`config.mk`:
```
export PLATFORM = sky130hd
export DESIGN_NAME = icp_recovery_ctl
export DESIGN_NICKNAME = d
export VERILOG_FILES = /design/src/rtl/icp_pkg.sv /design/src/rtl/icp_parity.sv /design/src/rtl/icp_refill_seq.sv /design/src/rtl/icp_fault_log.sv /design/src/rtl/icp_recovery_ctl.sv
export SDC_FILE = /design/constraint.sdc
export NUM_CORES = 1
export LEC_CHECK = 0
export BUFFER_PORTS_ARGS = -buffer_cell sky130_fd_sc_hd__buf_4
export CAP_MARGIN = 10
export CORE_AREA = 2 2 153 155
export CTS_BUF_LIST = sky130_fd_sc_hd__clkbuf_8
export CTS_CLUSTER_SIZE = 30
export DETAILED_ROUTE_END_ITERATION = 16
export DIE_AREA = 0 0 155 157
export PLACE_DENSITY_LB_ADDON = 0.1
export SLEW_MARGIN = 15
export SYNTH_ARGS = -nofsm -noshare
export SYNTH_HDL_FRONTEND = slang
export SYNTH_SLANG_ARGS = --single-unit
export TNS_END_PERCENT = 30
```
`constraint.sdc`:
```
create_clock -name clk -period 4.5 [get_ports clk]
set_input_delay 1.125 -clock clk [delete_from_list [all_inputs] [get_ports clk]]
set_output_delay 1.125 -clock clk [all_outputs]
set_load 0.1 [all_outputs]
```
`src/rtl/icp_pkg.sv`:
```
package icp_pkg;
  typedef enum logic [1:0] {
    ST_IDLE = 2'd0,
    ST_REQ  = 2'd1,
    ST_FILL = 2'd2
  } icp_state_e;
endpackage

```
`src/rtl/icp_parity.sv`:
```
module icp_parity #(
  parameter int W = 64
) (
  input  logic [W-1:0] data,
  output logic         par
);
  // even parity over the whole word
  assign par = ^data;
endmodule

```
`src/rtl/icp_refill_seq.sv`:
```
module icp_refill_seq
  import icp_pkg::*;
#(
  parameter int IDX_W   = 6,
  parameter int LINE_DW = 8,
  parameter int OFF_W   = 3
) (
  input  logic                   clk,
  input  logic                   rst_n,
  input  logic                   fch_vld,
  input  logic [IDX_W+OFF_W-1:0] fch_addr,
  input  logic                   rd_bad,
  input  logic                   rsp_vld,
  output logic                   fch_rdy,
  output logic                   req_vld,
  output logic                   rsp_rdy,
  output logic                   fill_fire,
  output logic                   fill_hit,
  output logic [IDX_W-1:0]       line,
  output logic [OFF_W-1:0]       beat
);
  localparam logic [OFF_W-1:0] LAST_BEAT = OFF_W'(LINE_DW - 1);

  icp_state_e       st_q, st_d;
  logic [IDX_W-1:0] line_q, line_d;
  logic [OFF_W-1:0] off_q, off_d;
  logic [OFF_W-1:0] beat_q, beat_d;
  logic             cap_en;

  assign fch_rdy   = (st_q == ST_IDLE);
  assign req_vld   = (st_q == ST_REQ);
  assign rsp_rdy   = (st_q == ST_FILL);
  assign fill_fire = rsp_rdy & rsp_vld;
  assign fill_hit  = fill_fire & (beat_q == off_q);
  assign line      = line_q;
  assign beat      = beat_q;

  always_comb begin
    st_d   = st_q;
    beat_d = beat_q;
    cap_en = 1'b0;
    unique case (st_q)
      ST_IDLE: begin
        if (fch_vld && rd_bad) begin
          st_d   = ST_REQ;
          cap_en = 1'b1;
          beat_d = '0;
        end
      end
      ST_REQ:  st_d = ST_FILL;
      ST_FILL: begin
        if (rsp_vld) begin
          beat_d = beat_q + 1'b1;
          if (beat_q == LAST_BEAT) st_d = ST_IDLE;
        end
      end
      default: st_d = ST_IDLE;
    endcase
  end

  assign line_d = fch_addr[IDX_W+OFF_W-1:OFF_W];
  assign off_d  = fch_addr[OFF_W-1:0];

  always_ff @(posedge clk or negedge rst_n) begin
    if (!rst_n) begin
      st_q   <= ST_IDLE;
      beat_q <= '0;
      line_q <= '0;
      off_q  <= '0;
    end else begin
      st_q   <= st_d;
      beat_q <= beat_d;
      if (cap_en) begin
        line_q <= line_d;
        off_q  <= off_d;
      end
    end
  end
endmodule

```
`src/rtl/icp_fault_log.sv`:
```
module icp_fault_log #(
  parameter int MID_W = 14
) (
  input  logic             clk,
  input  logic             rst_n,
  input  logic             ret_vld,
  input  logic             ret_err,
  input  logic [MID_W-1:0] ret_mid,
  input  logic             sts_clr,
  output logic             flt_vld,
  output logic             sts_ue,
  output logic [MID_W-1:0] sts_mid
);
  logic             set;
  logic             flt_d, ue_d;
  logic [MID_W-1:0] mid_d;

  assign set = ret_vld & ret_err;

  always_comb begin
    flt_d = set;
    ue_d  = set | (sts_ue & ~sts_clr);
    if (set)          mid_d = ret_mid;
    else if (sts_clr) mid_d = '0;
    else              mid_d = sts_mid;
  end

  always_ff @(posedge clk or negedge rst_n) begin
    if (!rst_n) begin
      flt_vld <= 1'b0;
      sts_ue  <= 1'b0;
      sts_mid <= '0;
    end else begin
      flt_vld <= flt_d;
      sts_ue  <= ue_d;
      sts_mid <= mid_d;
    end
  end
endmodule

```
`src/rtl/icp_recovery_ctl.sv`:
```
module icp_recovery_ctl #(
  parameter int DW_W    = 64,
  parameter int LINE_DW = 8,
  parameter int IDX_W   = 6,
  parameter int MID_W   = 14,
  parameter int OFF_W   = $clog2(LINE_DW),
  parameter int AW      = IDX_W + OFF_W
) (
  input  logic             clk,
  input  logic             rst_n,
  input  logic             fch_vld,
  input  logic [AW-1:0]    fch_addr,
  output logic             fch_rdy,
  output logic [AW-1:0]    arr_raddr,
  input  logic [DW_W-1:0]  arr_rdata,
  input  logic             arr_rpar,
  input  logic [MID_W-1:0] arr_rmid,
  output logic             arr_we,
  output logic [AW-1:0]    arr_waddr,
  output logic [DW_W-1:0]  arr_wdata,
  output logic             arr_wpar,
  output logic [MID_W-1:0] arr_wmid,
  output logic             l2_req_vld,
  output logic [IDX_W-1:0] l2_req_line,
  input  logic             l2_rsp_vld,
  output logic             l2_rsp_rdy,
  input  logic [DW_W-1:0]  l2_rsp_data,
  input  logic             l2_rsp_ue,
  input  logic [MID_W-1:0] l2_rsp_mid,
  output logic             out_vld,
  output logic [DW_W-1:0]  out_data,
  output logic             out_err,
  output logic [MID_W-1:0] out_mid,
  input  logic             ret_vld,
  input  logic             ret_err,
  input  logic [MID_W-1:0] ret_mid,
  output logic             flt_vld,
  output logic             sts_ue,
  output logic [MID_W-1:0] sts_mid,
  input  logic             sts_clr
);
  logic             rd_calc, wr_calc, rd_bad;
  logic             fill_fire, fill_hit;
  logic [IDX_W-1:0] line;
  logic [OFF_W-1:0] beat;
  logic             clean_hit;

  // read side check and write side generator
  icp_parity #(.W(DW_W)) u_chk (.data(arr_rdata),   .par(rd_calc));
  icp_parity #(.W(DW_W)) u_gen (.data(l2_rsp_data), .par(wr_calc));

  assign arr_raddr = fch_addr;
  assign rd_bad    = rd_calc ^ arr_rpar;

  icp_refill_seq #(.IDX_W(IDX_W), .LINE_DW(LINE_DW), .OFF_W(OFF_W)) u_seq (
    .clk       (clk),
    .rst_n     (rst_n),
    .fch_vld   (fch_vld),
    .fch_addr  (fch_addr),
    .rd_bad    (rd_bad),
    .rsp_vld   (l2_rsp_vld),
    .fch_rdy   (fch_rdy),
    .req_vld   (l2_req_vld),
    .rsp_rdy   (l2_rsp_rdy),
    .fill_fire (fill_fire),
    .fill_hit  (fill_hit),
    .line      (line),
    .beat      (beat)
  );

  assign l2_req_line = line;

  // refill write port: marked beats keep their identifier and get inverted parity
  assign arr_we    = fill_fire;
  assign arr_waddr = {line, beat};
  assign arr_wdata = l2_rsp_data;
  assign arr_wpar  = wr_calc ^ l2_rsp_ue;
  assign arr_wmid  = l2_rsp_ue ? l2_rsp_mid : '0;

  // fetch answer register
  logic             ov_d;
  logic [DW_W-1:0]  od_d;
  logic             oe_d;
  logic [MID_W-1:0] om_d;
  logic             o_en;

  assign clean_hit = fch_vld & fch_rdy & ~rd_bad;

  always_comb begin
    ov_d = 1'b0;
    o_en = 1'b0;
    od_d = out_data;
    oe_d = out_err;
    om_d = out_mid;
    if (clean_hit) begin
      ov_d = 1'b1;
      o_en = 1'b1;
      od_d = arr_rdata;
      oe_d = 1'b0;
      om_d = '0;
    end else if (fill_hit) begin
      ov_d = 1'b1;
      o_en = 1'b1;
      od_d = l2_rsp_data;
      oe_d = l2_rsp_ue;
      om_d = arr_wmid;
    end
  end

  always_ff @(posedge clk or negedge rst_n) begin
    if (!rst_n) begin
      out_vld  <= 1'b0;
      out_data <= '0;
      out_err  <= 1'b0;
      out_mid  <= '0;
    end else begin
      out_vld <= ov_d;
      if (o_en) begin
        out_data <= od_d;
        out_err  <= oe_d;
        out_mid  <= om_d;
      end
    end
  end

  icp_fault_log #(.MID_W(MID_W)) u_log (
    .clk     (clk),
    .rst_n   (rst_n),
    .ret_vld (ret_vld),
    .ret_err (ret_err),
    .ret_mid (ret_mid),
    .sts_clr (sts_clr),
    .flt_vld (flt_vld),
    .sts_ue  (sts_ue),
    .sts_mid (sts_mid)
  );
endmodule

```
==> Word-level counts from Yosys, hierarchy flattened <==
Index checks and enable logic that the tools add are counted.
{ "word_totals": {"latchBits": 0, "memories": 0, "reg_bits": 110, "output_inout_bits": 203, "wordCells": 60, "ramBits": 0, "in_bits": 188, "rom_bits": 0} }
{ "classes": {"eq_ne": 7, "n_reduce_logical": 10, "mul": 0, "n_addsub": 1, "magnitude_cmp": 0, "div_mod_pow": 0, "bitwise_logic": 11, "n_shift": 0, "n_mux": 20} }
{ "ops": {"columns": ["cell", "n"], "rows": [
  ["$mux 64", 2],
  ["$reduce_xor 64->1", 2],
  ["$mux 14", 5],
  ["$and 1x1->1", 6],
  ["$mux 1", 6],
  ["$mux 2", 3],
  ["$mux 3", 2],
  ["$pmux 2 s3", 1],
  ["$pmux 3 s2", 1],
  ["$reduce_and 3->1", 2],
  ["$reduce_bool 2->1", 3],
  ["$ne 2x2->1 const B", 2],
  ["$add 3x1->3 const B", 1],
  ["$eq 3x3->1", 1],
  ["$eq 3x3->1 const B", 1],
  ["$eq 2x1->1 const B", 1],
  ["$eq 2x2->1 const B", 1],
  ["$logic_not 2->1", 1],
  ["$ne 2x1->1 const B", 1],
  ["$not 1->1", 2],
  ["$reduce_and 2->1", 1],
  ["$xor 1x1->1", 2],
  ["$logic_and 1x1->1", 1],
  ["$or 1x1->1", 1]
]} }

==> Depth between registers and ports, before layout <==
{ "depth": {"word_depth": 6, "mapped_depth": 9, "ltp_nobuf": 8} }

==> By module <==
Synthesis repeated with hierarchy kept, for this count alone.
{ "unflattened": {"hier_cells": 589, "area_unflattened_um2": 6976.7} }
{ "modules_own_cells": {"columns": ["module", "seq_area_each_um2", "cells_each", "instances", "area_per_inst_um2"], "rows": [
  ["icp_recovery_ctl", 2001.9, 354, 1, 4528.1],
  ["icp_parity", 0.0, 63, 2, 551.8],
  ["icp_fault_log", 400.4, 66, 1, 701.9],
  ["icp_refill_seq", 350.3, 43, 1, 643.1]
]} }

==> Worst setup path after synthesis <==
OpenSTA, ideal clock, no wires.
{ "synth_path": {"path_kind": "input port to output port", "from": "in l2_rsp_ue", "to": "out arr_wpar", "setup_slack_ns": -0.353, "required_ns": 3.375, "path_stages": 8, "arrival_time_ns": 3.728, "path_buffers": 1, "cell_sequence": "clkbuf_1 > xnor2_1 > xnor2_1 > xnor2_1 > xnor2_1 > xnor2_1 > xnor2_1 > xnor2_1"} }
{ "synth_via": {"elab_chain_cells": 1} }
{ "synth_rtl": {"columns": ["element", "line", "text"], "rows": [
  ["from (decl)", "icp_recovery_ctl.sv:28", "input logic l2_rsp_ue,"],
  ["$xor 1x1->1", "icp_recovery_ctl.sv:77", "assign arr_wpar = wr_calc ^ l2_rsp_ue;"],
  ["to (decl)", "icp_recovery_ctl.sv:21", "output logic arr_wpar,"]
]} }
Every way passes these cells.

==> Final worst setup path <==
Ends and elaborated chain as after synthesis.

==> impl_metrics.toml <==
[status]
outcome = "complete, no violations"

[clock_tree]
cts_buffers = 9
ctsLongestPathBuffers = 2
postCtsHoldBufs = 0
cts-resized-gates = 0
tritoncts = "yes"
cts-root-buf = "clkbuf_8"
clk_pin_slew_worst_paths_ns = 0.11
cts_setup_buffers = 0
htreeDepth = 3
clock_latency_ns = 0.40
cts_num_sinks = 110

[timing]
grt_setup_unrepaired = "no"
hold_violations = 0
worst_pin_slew_ns = 0.890
drv_slew = 0
max_freq_mhz = 250
period_minus_slack_ns = 4.00
setup_violations = 0
slew_headroom_pct = 40.7
fin_skew_ns = 0.0159
setup_tns_ns = 0
period_share_pct = 88.9

[synth]
synth.cell_area_mm2 = 0.00706
async_flop_share_pct = 100
syn_nets = 795
postSynthCellCount = 605
ys_ff_latch = 110
synth_flop_cell = "dfrtp_1"
synthTopCellsByCount = "xnor2_1 (112), dfrtp_1 (110), buf_4 (80)"
synth_largest_area_cell = "dfrtp_1"
yosys_warnings = 0
synthTopCellsByArea = "dfrtp_1 (39%), xnor2_1 (14%), mux2_2 (12%), mux2_4 (12%), buf_4 (8.5%)"
synth_top_cell_area_share_pct = 39.0
avgSynthCellArea_um2 = 11.7
ys_seq_area_share_pct = 39.0
yosysUniqueCellTypes = 26
synth_edf_count = 0
synth_most_common_cell = "xnor2_1"

[routing]
vias = 5147
dr.pass1.iters = 5
wl_mm = 21.5
via_per_inst = 4.35
first_iter_violations = 117
wl_per_cell_um = 18.2
drc_errors = 0
antenna_left = 0

[critical_path]
timing.rr.end = "out_data[62]$_DFFE_PN0P_"
r2r_slack_ns = 2.29
path_cells = "buf_4, xnor2_1, xnor2_1, xnor2_1, xnor2_1, xnor2_1, xnor2_1, xnor2_2, buf_4"
end_kind = "output pin"
slowest_delay_ns = 0.31
cp.required_ns = 3.38
r2r_start = "u_seq.st_q[1]$_DFFE_PN0P_"
crit_slowest_cell = "buf_4"
critPathKind = "input pin to output pin"
reg2reg_depth = 7
cp.arrival_ns = 2.88
cpMostUsedCell = "xnor2_1"
cp_max_fo = 16
critPathLaunchType = "input pin"

[worst_hold_path]
hold_path.startpoint = "u_log.sts_ue$_DFF_PN0_"
hold_path.class = "flip-flop to flip-flop"
min_to = "u_log.sts_ue$_DFF_PN0_"
min_path_cells = 1

[floorplan]
die_w_um = 155
die_h_um = 157
die_area_mm2 = 0.0243
start_util_pct = 31.4
coreArea_mm2 = 0.0225
std_cell_rows = 55
num_io_pins = 391

[global_route]
overflow = 0
grt_antenna_before_repair = 0
grt_pass1_wl_mm = 31.7
grt_max_degree = 96
grt_pass1_vias = 5328
grt.total_usage_pct = 17.3

[final_layout]
diodes = 0
final_core_util_pct = 43.4
nets = 1083
drive_above_1_share_pct = 61.1
areaGrowthSynthToFinish_pct = 38.4
final_cells = 1183

[placement]
gp_congestion = 0.731
dp.cells = 1167
hpwl_mm = 16.6
portBuffers = 376

[flow_run]
drv_cap = 0
worst max-delay path: cells and delay by family:
kind	cells	cell delay, ns
xor gates and xnor gates	7	1.25
buffers and inverters	2	0.48
layer usage:
| metal | up-vias | track usage [%] | share of wire, % |
|---|---|---|---|
| met5 | - | 0 | 0 |
| met4 | 0 | 4.63 | 0.94 |
| li1 | 2493 | - | - |
| met2 | 217 | 29.6 | 49 |
| met3 | 11 | 3.88 | 7.0 |
| met1 | 2426 | 22.2 | 43 |
flip-flops by register name, summed over array words and instances (netlist names):
| name | flops |
|---|---|
| u_seq.line | 6 |
| out_data | 64 |
| out_mid | 14 |
| u_seq.beat | 3 |
| u_log.flt_vld | 1 |
| u_seq.st_q | 2 |
| u_seq.off_q | 3 |
| out_vld | 1 |
| u_log.sts_ue | 1 |
| u_log.sts_mid | 14 |
| out_err | 1 |
layout make-up:
type	instances	area [um^2]
sequential	110	2750
clock buffer	10	138
clock inverter	6	56.3
timing repair buffer	381	2900
fill	2233	12700
multi-input combinational	374	3500
inverter	17	63.8
tap	285	357
how the worst max path moves through the flow:
| stage | from | to | slack, ns | cells past startpoint |
|---|---|---|---|---|
| after floorplan | u_seq.st_q[0]$_DFFE_PN0P_ | out_data[4]$_DFFE_PN0P_ | 0.14 | 8 |
| after global placement | l2_rsp_ue | arr_wpar | 0.44 | 9 |
| after detailed placement | l2_rsp_ue | arr_wpar | 0.45 | 9 |
| after CTS | l2_rsp_ue | arr_wpar | 0.45 | 9 |
| after global routing | l2_rsp_data[27] | arr_wpar | 0.30 | 9 |
| final | l2_rsp_ue | arr_wpar | 0.50 | 9 |
layout by cell type, fill, tap and decap left out, types with 10 or more instances in the layout:
master | synthesis | layout
inv_1 | 17 | 17
o21ai_0 | 14 | 14
dfrtp_1 | 110 | 110
nor2_1 | 16 | 16
xnor2_1 | 112 | 111
buf_4 | 80 | 378
nand2_1 | 44 | 44
clkbuf_8 | 0 | 10
a31o_2 | 17 | 17
mux2_2 | 76 | 76
xor2_1 | 16 | 16
mux2_4 | 55 | 55
cell families after synthesis:
family / share of synthesized area [%]
AOI/OAI and AO/OA: 3.42
DFF: 39.0
adders and majority gates: 0.355
muxes: 24.8
xor gates and xnor gates: 16.4
and+or+nand+nor: 4.52
buffers and inverters: 11.5
through the flow:
| stage | hold slack (ns) | instance area, um^2 | setup slack [ns] |
|---|---|---|---|
| finish | 0.496 | 9770 | 0.499 |
| global route | 0.519 | 9770 | 0.298 |
| CTS | 0.502 | 9770 | 0.445 |
| detailed placement | 0.474 | 9570 | 0.446 |
| global placement | 0.465 | 9570 | 0.443 |
| floorplan | 0.486 | 7060 | 0.141 |
Power is not shown: default switching activity piles up to over one toggle a cycle in this logic, so the estimate is an artifact.
